===== config.mk =====
export PLATFORM = sky130hd
export DESIGN_NAME = tmr_capture_chan
export DESIGN_NICKNAME = d
export VERILOG_FILES = /design/src/rtl/tmr_cap_pkg.sv /design/src/rtl/tmr_prescaler.sv /design/src/rtl/tmr_edge_filter.sv /design/src/rtl/tmr_cc_unit.sv /design/src/rtl/tmr_capture_chan.sv
export SDC_FILE = /design/constraint.sdc
export NUM_CORES = 1
export LEC_CHECK = 0
export ABC_CLOCK_PERIOD_IN_PS = 1990
export BUFFER_PORTS_ARGS = -buffer_cell sky130_fd_sc_hd__buf_4
export CAP_MARGIN = 20
export CORE_UTILIZATION = 49
export CTS_CLUSTER_DIAMETER = 100
export DETAILED_ROUTE_END_ITERATION = 10
export PLACE_DENSITY = 0.73
export SYNTH_ARGS = -nofsm -noshare
export SYNTH_HDL_FRONTEND = slang
export SYNTH_SLANG_ARGS = --single-unit

===== constraint.sdc =====
create_clock -name clk -period 1.99 [get_ports clk]
set_clock_uncertainty 0.1 [all_clocks]
set_input_delay 0.0995 -clock clk [delete_from_list [all_inputs] [get_ports clk]]
set_output_delay 0.0995 -clock clk [all_outputs]
set_load 0.02 [all_outputs]

===== src/rtl/tmr_cap_pkg.sv =====
package tmr_cap_pkg;

    typedef enum logic [1:0] {
        EDG_FALL = 2'b00,
        EDG_RISE = 2'b01,
        EDG_BOTH = 2'b10,
        EDG_OFF  = 2'b11
    } edge_mode_e;

    typedef enum logic [2:0] {
        F_INIT,
        F_LOW,
        F_PEND_HI,
        F_HIGH,
        F_PEND_LO
    } filt_state_e;

    typedef enum logic {
        C_IDLE,
        C_PEND
    } cc_state_e;

    function automatic logic edge_hit(edge_mode_e m, logic r, logic f);
        logic hit;
        case (m)
            EDG_FALL: hit = f;
            EDG_RISE: hit = r;
            EDG_BOTH: hit = r | f;
            default:  hit = 1'b0;
        endcase
        return hit;
    endfunction

endpackage


===== src/rtl/tmr_prescaler.sv =====
module tmr_prescaler #(
    parameter int SEL_W    = 3,
    parameter int MAX_LOG2 = 4
) (
    input  logic             clk,
    input  logic             rst_n,
    input  logic [SEL_W-1:0] sel,
    output logic             tick,
    output logic             smp_div4
);
    localparam int DIV_W = MAX_LOG2;

    logic [DIV_W-1:0] div_q;
    logic [DIV_W-1:0] mask;
    int               lg;

    always_ff @(posedge clk or negedge rst_n) begin
        if (!rst_n) div_q <= '0;
        else        div_q <= div_q + 1'b1;
    end

    always_comb begin
        lg   = (int'(sel) > MAX_LOG2) ? MAX_LOG2 : int'(sel);
        mask = DIV_W'((32'd1 << lg) - 32'd1);
    end

    assign tick     = ((div_q & mask) == mask);
    assign smp_div4 = &div_q[1:0];

    // divide-by-2 never ticks on two clocks in a row
    a_r2_div2_spacing: assert property (@(posedge clk) disable iff (!rst_n)
        (tick && sel == 3'd1 && $past(sel) == 3'd1) |-> !$past(tick));

endmodule


===== src/rtl/tmr_edge_filter.sv =====
module tmr_edge_filter
    import tmr_cap_pkg::*;
#(
    parameter int SYNC_STAGES = 2
) (
    input  logic clk,
    input  logic rst_n,
    input  logic din,
    input  logic smp_en,
    output logic rise_o,
    output logic fall_o
);
    localparam int CW = $clog2(SYNC_STAGES + 1);
    localparam logic [CW-1:0] SETTLE = CW'(SYNC_STAGES);

    logic [SYNC_STAGES-1:0] sync_q;
    logic                   lvl;
    logic [CW-1:0]          settle_q;
    filt_state_e            state_q, state_d;

    always_ff @(posedge clk or negedge rst_n) begin
        if (!rst_n) sync_q <= '0;
        else        sync_q <= {sync_q[SYNC_STAGES-2:0], din};
    end

    assign lvl = sync_q[SYNC_STAGES-1];

    always_ff @(posedge clk or negedge rst_n) begin
        if (!rst_n)                                  settle_q <= '0;
        else if (state_q == F_INIT && settle_q != SETTLE) settle_q <= settle_q + 1'b1;
    end

    // state register
    always_ff @(posedge clk or negedge rst_n) begin
        if (!rst_n) state_q <= F_INIT;
        else        state_q <= state_d;
    end

    // next state
    always_comb begin
        state_d = state_q;
        unique case (state_q)
            F_INIT:    if (settle_q == SETTLE) state_d = lvl ? F_HIGH : F_LOW;
            F_LOW:     if (smp_en && lvl)      state_d = F_PEND_HI;
            F_PEND_HI: if (smp_en)             state_d = lvl ? F_HIGH : F_LOW;
            F_HIGH:    if (smp_en && !lvl)     state_d = F_PEND_LO;
            F_PEND_LO: if (smp_en)             state_d = lvl ? F_HIGH : F_LOW;
            default:                           state_d = F_INIT;
        endcase
    end

    // outputs
    always_comb begin
        rise_o = 1'b0;
        fall_o = 1'b0;
        unique case (state_q)
            F_PEND_HI: rise_o = smp_en && lvl;
            F_PEND_LO: fall_o = smp_en && !lvl;
            default: ;
        endcase
    end

    // an edge is only reported on a sample at the new level
    a_r3_rise_on_sample: assert property (@(posedge clk) disable iff (!rst_n)
        rise_o |-> (smp_en && lvl));
    a_r3_fall_on_sample: assert property (@(posedge clk) disable iff (!rst_n)
        fall_o |-> (smp_en && !lvl));
    a_r3_single_kind: assert property (@(posedge clk) disable iff (!rst_n)
        $onehot0({rise_o, fall_o}));

endmodule


===== src/rtl/tmr_cc_unit.sv =====
module tmr_cc_unit
    import tmr_cap_pkg::*;
#(
    parameter int W = 16
) (
    input  logic         clk,
    input  logic         rst_n,
    input  logic [W-1:0] cnt_i,
    input  logic         cnt_tick_i,
    input  logic         presc_tick_i,
    input  logic         cap_i,
    input  logic         cmp_mode_i,
    input  logic         wr_i,
    input  logic         wr_lock_i,
    input  logic [W-1:0] wr_data_i,
    output logic [W-1:0] val_o,
    output logic         irq_o,
    output logic         match_o
);
    logic [W-1:0] val_q;
    logic         irq_q, match_q;
    logic         cap_fire, wr_fire;
    cc_state_e    state_q, state_d;

    assign cap_fire = cap_i && !cmp_mode_i;
    assign wr_fire  = wr_i && !wr_lock_i;

    always_ff @(posedge clk or negedge rst_n) begin
        if (!rst_n)        val_q <= '0;
        else if (wr_fire)  val_q <= wr_data_i;
        else if (cap_fire) val_q <= cnt_i;
    end

    // state register
    always_ff @(posedge clk or negedge rst_n) begin
        if (!rst_n) state_q <= C_IDLE;
        else        state_q <= state_d;
    end

    // next state
    always_comb begin
        state_d = state_q;
        unique case (state_q)
            C_IDLE: if (cap_fire) state_d = C_PEND;
            C_PEND: if (!cap_fire && presc_tick_i) state_d = C_IDLE;
            default: state_d = C_IDLE;
        endcase
    end

    // outputs
    always_ff @(posedge clk or negedge rst_n) begin
        if (!rst_n) begin
            irq_q   <= 1'b0;
            match_q <= 1'b0;
        end else begin
            irq_q   <= (state_q == C_PEND) && presc_tick_i;
            match_q <= cmp_mode_i && cnt_tick_i && (cnt_i == val_q);
        end
    end

    assign val_o   = val_q;
    assign irq_o   = irq_q;
    assign match_o = match_q;

    // interrupt follows a prescaler tick
    a_r5_irq_after_tick: assert property (@(posedge clk) disable iff (!rst_n)
        irq_o |-> $past(presc_tick_i));
    // compare mode holds the register unless written
    a_r9_cmp_holds: assert property (@(posedge clk) disable iff (!rst_n)
        (cmp_mode_i && !wr_fire) |=> $stable(val_q));
    a_r9_match_needs_cmp: assert property (@(posedge clk) disable iff (!rst_n)
        match_o |-> $past(cmp_mode_i));

endmodule


===== src/rtl/tmr_capture_chan.sv =====
module tmr_capture_chan
    import tmr_cap_pkg::*;
#(
    parameter int CNT_W       = 16,
    parameter int SEL_W       = 3,
    parameter int MAX_LOG2    = 4,
    parameter int SYNC_STAGES = 2
) (
    input  logic             clk,
    input  logic             rst_n,
    input  logic             run,
    input  logic [SEL_W-1:0] presc_sel,
    input  logic [1:0]       edge_sel0,
    input  logic [1:0]       edge_sel1,
    input  logic [1:0]       cmp_mode,
    input  logic             cnt_from_in0,
    input  logic [1:0]       trig_in,
    input  logic [1:0]       wr_en,
    input  logic [CNT_W-1:0] wr_data,
    output logic [CNT_W-1:0] cnt_val,
    output logic [CNT_W-1:0] cc_val0,
    output logic [CNT_W-1:0] cc_val1,
    output logic [1:0]       cap_irq,
    output logic [1:0]       cmp_match
);
    localparam int N_CH = 2;

    logic             presc_tick, smp_div4;
    logic [N_CH-1:0]  smp_w, rise_w, fall_w, capq_w;
    edge_mode_e       esel_w [N_CH];
    logic [CNT_W-1:0] ccv_w  [N_CH];
    logic [CNT_W-1:0] cnt_q;
    logic             ext_tick, cnt_tick;

    assign esel_w[0] = edge_mode_e'(edge_sel0);
    assign esel_w[1] = edge_mode_e'(edge_sel1);

    tmr_prescaler #(.SEL_W(SEL_W), .MAX_LOG2(MAX_LOG2)) u_presc (
        .clk      (clk),
        .rst_n    (rst_n),
        .sel      (presc_sel),
        .tick     (presc_tick),
        .smp_div4 (smp_div4)
    );

    for (genvar k = 0; k < N_CH; k++) begin : g_ch
        if (k == 0) begin : g_src
            assign smp_w[k]  = cnt_from_in0 ? smp_div4 : presc_tick;
            assign capq_w[k] = edge_hit(esel_w[k], rise_w[k], fall_w[k])
                               && !cnt_from_in0 && (esel_w[k] != EDG_BOTH);
        end else begin : g_plain
            assign smp_w[k]  = presc_tick;
            assign capq_w[k] = edge_hit(esel_w[k], rise_w[k], fall_w[k]);
        end

        tmr_edge_filter #(.SYNC_STAGES(SYNC_STAGES)) u_filt (
            .clk    (clk),
            .rst_n  (rst_n),
            .din    (trig_in[k]),
            .smp_en (smp_w[k]),
            .rise_o (rise_w[k]),
            .fall_o (fall_w[k])
        );

        tmr_cc_unit #(.W(CNT_W)) u_cc (
            .clk          (clk),
            .rst_n        (rst_n),
            .cnt_i        (cnt_q),
            .cnt_tick_i   (cnt_tick),
            .presc_tick_i (presc_tick),
            .cap_i        (capq_w[k]),
            .cmp_mode_i   (cmp_mode[k]),
            .wr_i         (wr_en[k]),
            .wr_lock_i    ((k == 0) && run),
            .wr_data_i    (wr_data),
            .val_o        (ccv_w[k]),
            .irq_o        (cap_irq[k]),
            .match_o      (cmp_match[k])
        );
    end

    assign ext_tick = edge_hit(esel_w[0], rise_w[0], fall_w[0]);
    assign cnt_tick = run && (cnt_from_in0 ? ext_tick : presc_tick);

    always_ff @(posedge clk or negedge rst_n) begin
        if (!rst_n)        cnt_q <= '0;
        else if (cnt_tick) cnt_q <= cnt_q + 1'b1;
    end

    assign cnt_val = cnt_q;
    assign cc_val0 = ccv_w[0];
    assign cc_val1 = ccv_w[1];

    // counter wraps to zero
    a_r2_wrap: assert property (@(posedge clk) disable iff (!rst_n)
        (cnt_tick && cnt_q == '1) |=> (cnt_val == '0));
    // both-edge select on pin 0 blocks capture into register 0
    a_r7_both_blocks: assert property (@(posedge clk) disable iff (!rst_n)
        (edge_sel0 == 2'b10 && !wr_en[0]) |=> $stable(cc_val0));
    // pin 0 as count source blocks capture into register 0
    a_r8_src_blocks: assert property (@(posedge clk) disable iff (!rst_n)
        (cnt_from_in0 && !wr_en[0]) |=> $stable(cc_val0));
    // running with capture blocked leaves register 0 untouched even on write
    a_r10_lock: assert property (@(posedge clk) disable iff (!rst_n)
        (run && (cnt_from_in0 || cmp_mode[0])) |=> $stable(cc_val0));

endmodule


**Word level (Yosys, flattened, before mapping)**

Cells that the tools add are included.

- Output and inout port bits: 52
- Input port bits: 33
- Memories: 0
- Word-level logic and storage cells: 126
- Latch bits: 0
- Memory bits (read-only): 0
- Bits in registers: 72
- Memory bits (writable): 0

- Div/mod/pow operators: 0
- $add $sub $neg: 5
- Bitwise operators: 5
- Eq/ne operators: 28
- $lt $le $gt $ge: 1
- Reduce and logical (&&, ||, !) cells: 39
- Shift-type cells: 1
- Mux-type cells: 31
- Multipliers: 0

Operator list:

| operator | number |
|---|---|
| $mux W16 | 4 |
| $eq A16 B16 Y1 | 2 |
| $shl A1 B32 Y4 const A | 1 |
| $mux W3 | 9 |
| $pmux W3 S4 | 2 |
| $logic_and A1 B1 Y1 | 20 |
| $add A16 B1 Y16 const B | 1 |
| $eq A3 B2 Y1 const B | 4 |
| $ne A2 B1 Y1 const B | 6 |
| $mux W1 | 10 |
| $ne A2 B2 Y1 const B | 5 |
| $eq A2 B2 Y1 const B | 4 |
| $logic_not A1 Y1 | 8 |
| $reduce_and A4 Y1 | 2 |
| $eq A3 B1 Y1 const B | 2 |
| $eq A3 B3 Y1 const B | 2 |
| $logic_not A3 Y1 | 2 |
| $pmux W1 S3 | 2 |
| $add A2 B1 Y2 const B | 2 |
| $add A4 B1 Y4 const B | 1 |
| $and A4 B4 Y4 | 1 |
| $eq A2 B1 Y1 const B | 2 |
| $eq A4 B4 Y1 | 1 |
| $logic_not A2 Y1 | 2 |
| 9 further kinds | 15 |

**Longest topological paths before layout**

- Depth after elaboration: 18
- Depth in mapped cells: 7
- Gate-level depth less buffers: 6

**By module**

A second synthesis with hierarchy kept.

- Cell total of the unflattened synthesis: 361
- Area, all modules: 3,781.1 µm²

By module, submodules not included:

| module | instances | cells each | sequential area each (µm²) | area an instance (µm²) |
|---|---|---|---|---|
| tmr_cc_unit | 2 | 99 | 475.5 | 1,011.0 |
| tmr_capture_chan | 1 | 81 | 400.4 | 865.8 |
| tmr_edge_filter | 2 | 34 | 175.2 | 362.8 |
| tmr_prescaler | 1 | 14 | 100.1 | 167.7 |

**Worst setup path after synthesis**

OpenSTA, ideal clock, no wires.

- Path type: flip-flop to flip-flop
- Start: register g_ch[0].u_filt.state_q[1]
- End: register cnt_q[1], in the netlist cnt_val[1]
- Clock period less this slack: 1.914 ns
- Setup time: 0.125 ns
- Buffers on the path: 1
- Arrival: 1.689 ns
- Data required time: 1.765 ns
- Slack: 0.076 ns
- Cell stages (with the launch flop): 7
- Cells stage by stage: dfrtp_1 > nor4b_2 > a31oi_1 > or3_1 > buf_2 > nand2_1 > mux2_2

- Longest elaborated chain between the ends: 6
- Elaborated cells on any way between the ends: 8
- Those cells by class: eq/ne (2); mux (4); bitwise (1); reduce/logical (1)

Ends and longest elaborated chain:

| item | line | text |
|---|---|---|
| start: declaration | tmr_edge_filter.sv:19 | `filt_state_e state_q, state_d;` |
| start signal: assignment | tmr_edge_filter.sv:36 | `else state_q <= state_d;` |
| $eq A3 B2 Y1 / $eq A3 B3 Y1 (equally long branches) | tmr_edge_filter.sv:56 | `unique case (state_q)` |
| $mux W1 | tmr_edge_filter.sv:56 |  |
| $or A1 B1 Y1 | tmr_cap_pkg.sv:28 | `EDG_BOTH: hit = r \| f;` |
| $pmux W1 S3 * | tmr_cap_pkg.sv:25 | `case (m)` |
| $mux W1 * | tmr_capture_chan.sv:83 | `assign cnt_tick = run && (cnt_from_in0 ? ext_tick : presc_tick);` |
| $logic_and A1 B1 Y1 * | tmr_capture_chan.sv:83 |  |
| end signal: assignment | tmr_capture_chan.sv:87 | `else if (cnt_tick) cnt_q <= cnt_q + 1'b1;` |
| end: declaration | tmr_capture_chan.sv:32 | `logic [CNT_W-1:0] cnt_q;` |

Every way passes the cells marked *; elsewhere a longest branch is shown, timed or not.
A chain may end at the register's enable or synchronous reset.

**Worst setup path after layout**

- Start: register u_presc.div_q[0]
- End: register g_ch[1].u_cc.val_q[4]

- Longest elaborated chain between the ends: 8
- Elaborated cells on any way between the ends: 10
- Those cells by class: eq/ne (1); mux (3); bitwise (2); reduce/logical (4)

Ends and longest elaborated chain:

| item | line | text |
|---|---|---|
| start: declaration | tmr_prescaler.sv:13 | `logic [DIV_W-1:0] div_q;` |
| start signal: assignment | tmr_prescaler.sv:19 | `else div_q <= div_q + 1'b1;` |
| $and A4 B4 Y4 * | tmr_prescaler.sv:27 | `assign tick = ((div_q & mask) == mask);` |
| $eq A4 B4 Y1 * | tmr_prescaler.sv:27 |  |
| $logic_and A1 B1 Y1, on equally long branches | tmr_edge_filter.sv:57, tmr_edge_filter.sv:58 |  |
| $mux W1 | tmr_edge_filter.sv:56 |  |
| $or A1 B1 Y1 | tmr_cap_pkg.sv:28 |  |
| $pmux W1 S3 * | tmr_cap_pkg.sv:25 |  |
| $logic_and A1 B1 Y1 * | tmr_cc_unit.sv:25 | `assign cap_fire = cap_i && !cmp_mode_i;` |
| $reduce_bool A2 Y1 (no source line) * | - |  |
| end signal: assignment | tmr_cc_unit.sv:30 | `else if (wr_fire) val_q <= wr_data_i;` |
| end signal: assignment | tmr_cc_unit.sv:31 | `else if (cap_fire) val_q <= cnt_i;` |
| end: declaration | tmr_cc_unit.sv:20 | `logic [W-1:0] val_q;` |

Marked as above.

==> results.md <==
- Failing checks: negative setup slack
- Clk slew on worst S/H paths: 0.08 ns
- Pwr Density: 826 nW/um^2
- Maximum Capacitance Violations: 0
- Avg WL per Cell: 18.5 microns
- H-tree depth: 3
- DRT Pass-1 Iters: 6
- Crit start category: flip-flop
- Initial Util: 50.9%
- CP Class: flip-flop to flip-flop
- Critical path arrival: 2.12 ns
- Layout cells sized above 1: 30.9%
- Final core occ: 68.7%
- VDD IR-drop max: 0.526 mV
- Sequential cell area: 1800 sq um
- Final WS setup: -0.0238 ns
- Number of synthesized flops with an enable pin: 0
- Hold Fails Final Rpt: 0
- Synth async-reset ratio: 100%
- Number of global-route vias before repair: 3,581
- Worst-case clock buffer depth: 2
- Unrepaired setup endpoints after global routing: yes
- Syn nets: 448
- Fin crit share: 101%
- Sequential fraction of the synthesis area: 45.5%
- Worst Hold Class: input pin to flip-flop
- Multi-input logic area: 2020 sq um
- Required @ worst endpoint: 2.10 ns
- Cell Area, Synth: approximately 4000 sq um
- Layout area overhead: 34.9%
- Clock sinks: around 70
- Placed Cells: slightly below 600
- Slew Viols, Final: 0
- Skew-Pair Late Insertion Delay: 0.35 ns
- Critical path's slowest cell: dfrtp_1
- Vias: between 3,000 and 4,000
- Core region area: 7770 sq um
- # DRC: 0
- Mapped Cells: 411
- DRT Wirelength: 11.6 mm
- Design area: 5340 sq um
- DIE WIDTH: 91.9 microns
- Crit end category: flip-flop
- DRT antenna net count: 0
- Status: finished, violations left
- Setup-failing EPs final: 3
- Num rows: 32
- Total gr overflow: 0
- Die Y: 91.9 microns
- Global-route wire length before repair: 17.9 mm
- FMAX: 497 MHz
- Overall Global Routing Usage: between 20% and 30%
- Worst-Margin Slew: 0.549 ns
- Vias per cell: approximately 5.8
- Largest net degree at the start of global routing: 42
- Syn_area_per_cell: approximately 9.6 sq um
- DRT iter0 DRCs: 331
- Total Power: 4.41 mW
- Final hold slack: about 0.055 ns
- CP cell instances: buf_6 -> nor2b_4 -> a221o_1 -> nand4_1 -> buf_6 -> clkbuf_16 -> mux2i_1 -> o21ai_0
- Antenna diode count: 0
- Hpwl dp: 7.46 mm
- Area after DPL: 4730 sq um
- Leak: between 2 and 3 nW
- TritonCTS buffer count: 9
- Initial antenna violation count: 0
- Synth Register Bits: a little over 70
- Post-Layout Cell Count: 627
- CTS tree: done
- Synth Flop Type: dfrtp_1
- Syn. warnings: 0
- GP Congestion: 0.859
- Post-layout min period: 2.01 ns
- CP max FO: 8
- Crit-path most repeated cell: buf_6
- Port Buffers: 84
- Top Ports: 85
- # nets final: 557
- Clock root cell: clkbuf_8
- # fillers: between 600 and 700
- Synth cell types: 45
- Rel. slew slack: a little over three fifths
- Die area: 8440 sq um
- Crit-path max cell delay: 0.42 ns
## critical path, delay by kind of cell (launching register included)
kind	cells	cell delay [ns]
DFF	1	0.42
AOI/OAI and AO/OA	2	0.49
muxes	1	0.18
buffers and inverters	3	0.46
and+or+nand+nor	2	0.24
## worst paths after layout
check                                                         from                                  to  slack [ns]  cells after the start
worst max-delay path                    u_presc.div_q[0]$_DFF_PN0_   g_ch[1].u_cc.val_o[4]$_DFFE_PN0P_       -0.02                      8
min in group asynchronous                                    rst_n  g_ch[1].u_filt.sync_q[1]$_DFF_PN0_        0.13                      2
worst max register to register          u_presc.div_q[0]$_DFF_PN0_   g_ch[1].u_cc.val_o[4]$_DFFE_PN0P_       -0.02                      8
worst min-delay path                                      wr_en[1]  g_ch[1].u_cc.val_o[14]$_DFFE_PN0P_        0.05                      3
worst min register to register  g_ch[0].u_filt.sync_q[0]$_DFF_PN0_  g_ch[0].u_filt.sync_q[1]$_DFF_PN0_        0.26                      0
max in group asynchronous                                    rst_n   g_ch[0].u_cc.val_o[2]$_DFFE_PN0P_        1.08                      3
## stage by stage
| step | worst slack [ns] | TNS, ns |
|---|---|---|
| 2_1_floorplan | 0.0765 | 0 |
| 3_3_place_gp | 0.00304 | 0 |
| 3_5_place_dp | -0.105 | -1.18 |
| 4_1_cts | 0.0250 | 0 |
| 5_1_grt | -0.112 | -2.09 |
| 6_report | -0.0238 | -0.0370 |
## sequential cells by signal, indices dropped and copies added (netlist names)
| signal | flops |
|---|---|
| g_ch.u_cc.val_o | 32 |
| g_ch.u_cc.match_o | 2 |
| u_presc.div_q | 4 |
| g_ch.u_filt.sync_q | 4 |
| g_ch.u_cc.irq_o | 2 |
| cnt_val | 16 |
| g_ch.u_cc.state_q | 2 |
| g_ch.u_filt.state_q | 6 |
| g_ch.u_filt.settle_q | 4 |
## final cells by class
| cell class | instances | area share, % |
|---|---|---|
| Inverter | 12 | 0.844 |
| Clock inverter | 2 | 0.258 |
| Timing Repair Buffer | 137 | 21.8 |
| Tap cell | 102 | 2.39 |
| Sequential cell | 72 | 33.7 |
| Multi-Input combinational cell | 288 | 37.9 |
| Clock buffer | 14 | 3.05 |
## synthesized netlist by cell type (all sizes together), types with 2 or more instances
cell / instances / share of area [%]
mux2i: 22 / 5.6
a21oi: 12 / 2.5
and3: 5 / 0.79
xnor2: 35 / 7.7
o21a: 2 / 0.38
nor3b: 3 / 0.57
or3: 3 / 0.47
nand2b: 5 / 0.79
nand3: 29 / 3.7
nand2: 26 / 2.5
and4: 4 / 0.89
dfrtp: 72 / 46
inv: 12 / 1.1
a221o: 2 / 0.51
nor2b: 4 / 0.63
nor2: 25 / 2.4
ha: 4 / 1.3
nor3: 2 / 0.38
xor2: 18 / 4.0
a31oi: 19 / 3.0
nor4: 4 / 0.63
clkbuf: 27 / 2.6
o21ai: 36 / 4.6
a21boi: 2 / 0.38
and2: 3 / 0.47
buf: 12 / 2.1
a31o: 2 / 0.44
o211ai: 2 / 0.38
o22ai: 2 / 0.32
nand4: 8 / 1.3
nor4b: 2 / 0.60
## where the power goes
part           switching (mW)  internal (mW)
Sequential              0.284           1.67
Combinational           0.709          0.693
Clock                   0.529          0.523
Total                    1.52           2.89
## kinds of logic after synthesis
family / after synthesis / synth area share, %
AO/OA/AOI/OAI: 83 / 13.4
multiplexers: 23 / 5.85
flip-flops: 72 / 45.5
AND/OR/NAND/NOR: 125 / 16.4
buffers and inverters: 51 / 5.82
XOR/XNOR: 53 / 11.7
adder cells (fa/ha/maj): 4 / 1.27
## cells in the final DEF (no fill, tap or decap), drive strengths merged, types with 5 or more instances in the layout
cell type,synthesis,routed
a21oi,12,12
a31oi,19,19
and3,5,5
buf,12,114
clkbuf,27,16
dfrtp,72,72
dlygate4sd3,0,21
inv,12,12
mux2i,22,22
nand2,26,26
nand2b,5,5
nand3,29,29
nand4,8,8
nor2,25,25
o21ai,36,36
xnor2,35,35
xor2,18,18
## metal layers
layer	wire length, microns	vias up	GRT usage, %
met1	4800	1768	35.7
li1	-	1646	-
met2	5620	190	44.0
met3	842	34	4.64
met4	331	0	11.3
met5	0	-	0
## what timing repair did
| action | 4_1_cts | 5_1_grt |
|---|---|---|
| endpoints found under the setup margin | 18 | 46 |
| hold buffers | 21 | 0 |
| buffers inserted | 2 | 4 |
| pin swaps | 0 | 8 |
| cloned | 0 | 3 |
| gates resized for setup | 2 | 43 |
| endpoints found under the hold margin | 82 | 0 |
(Power assumes the default switching activity.)
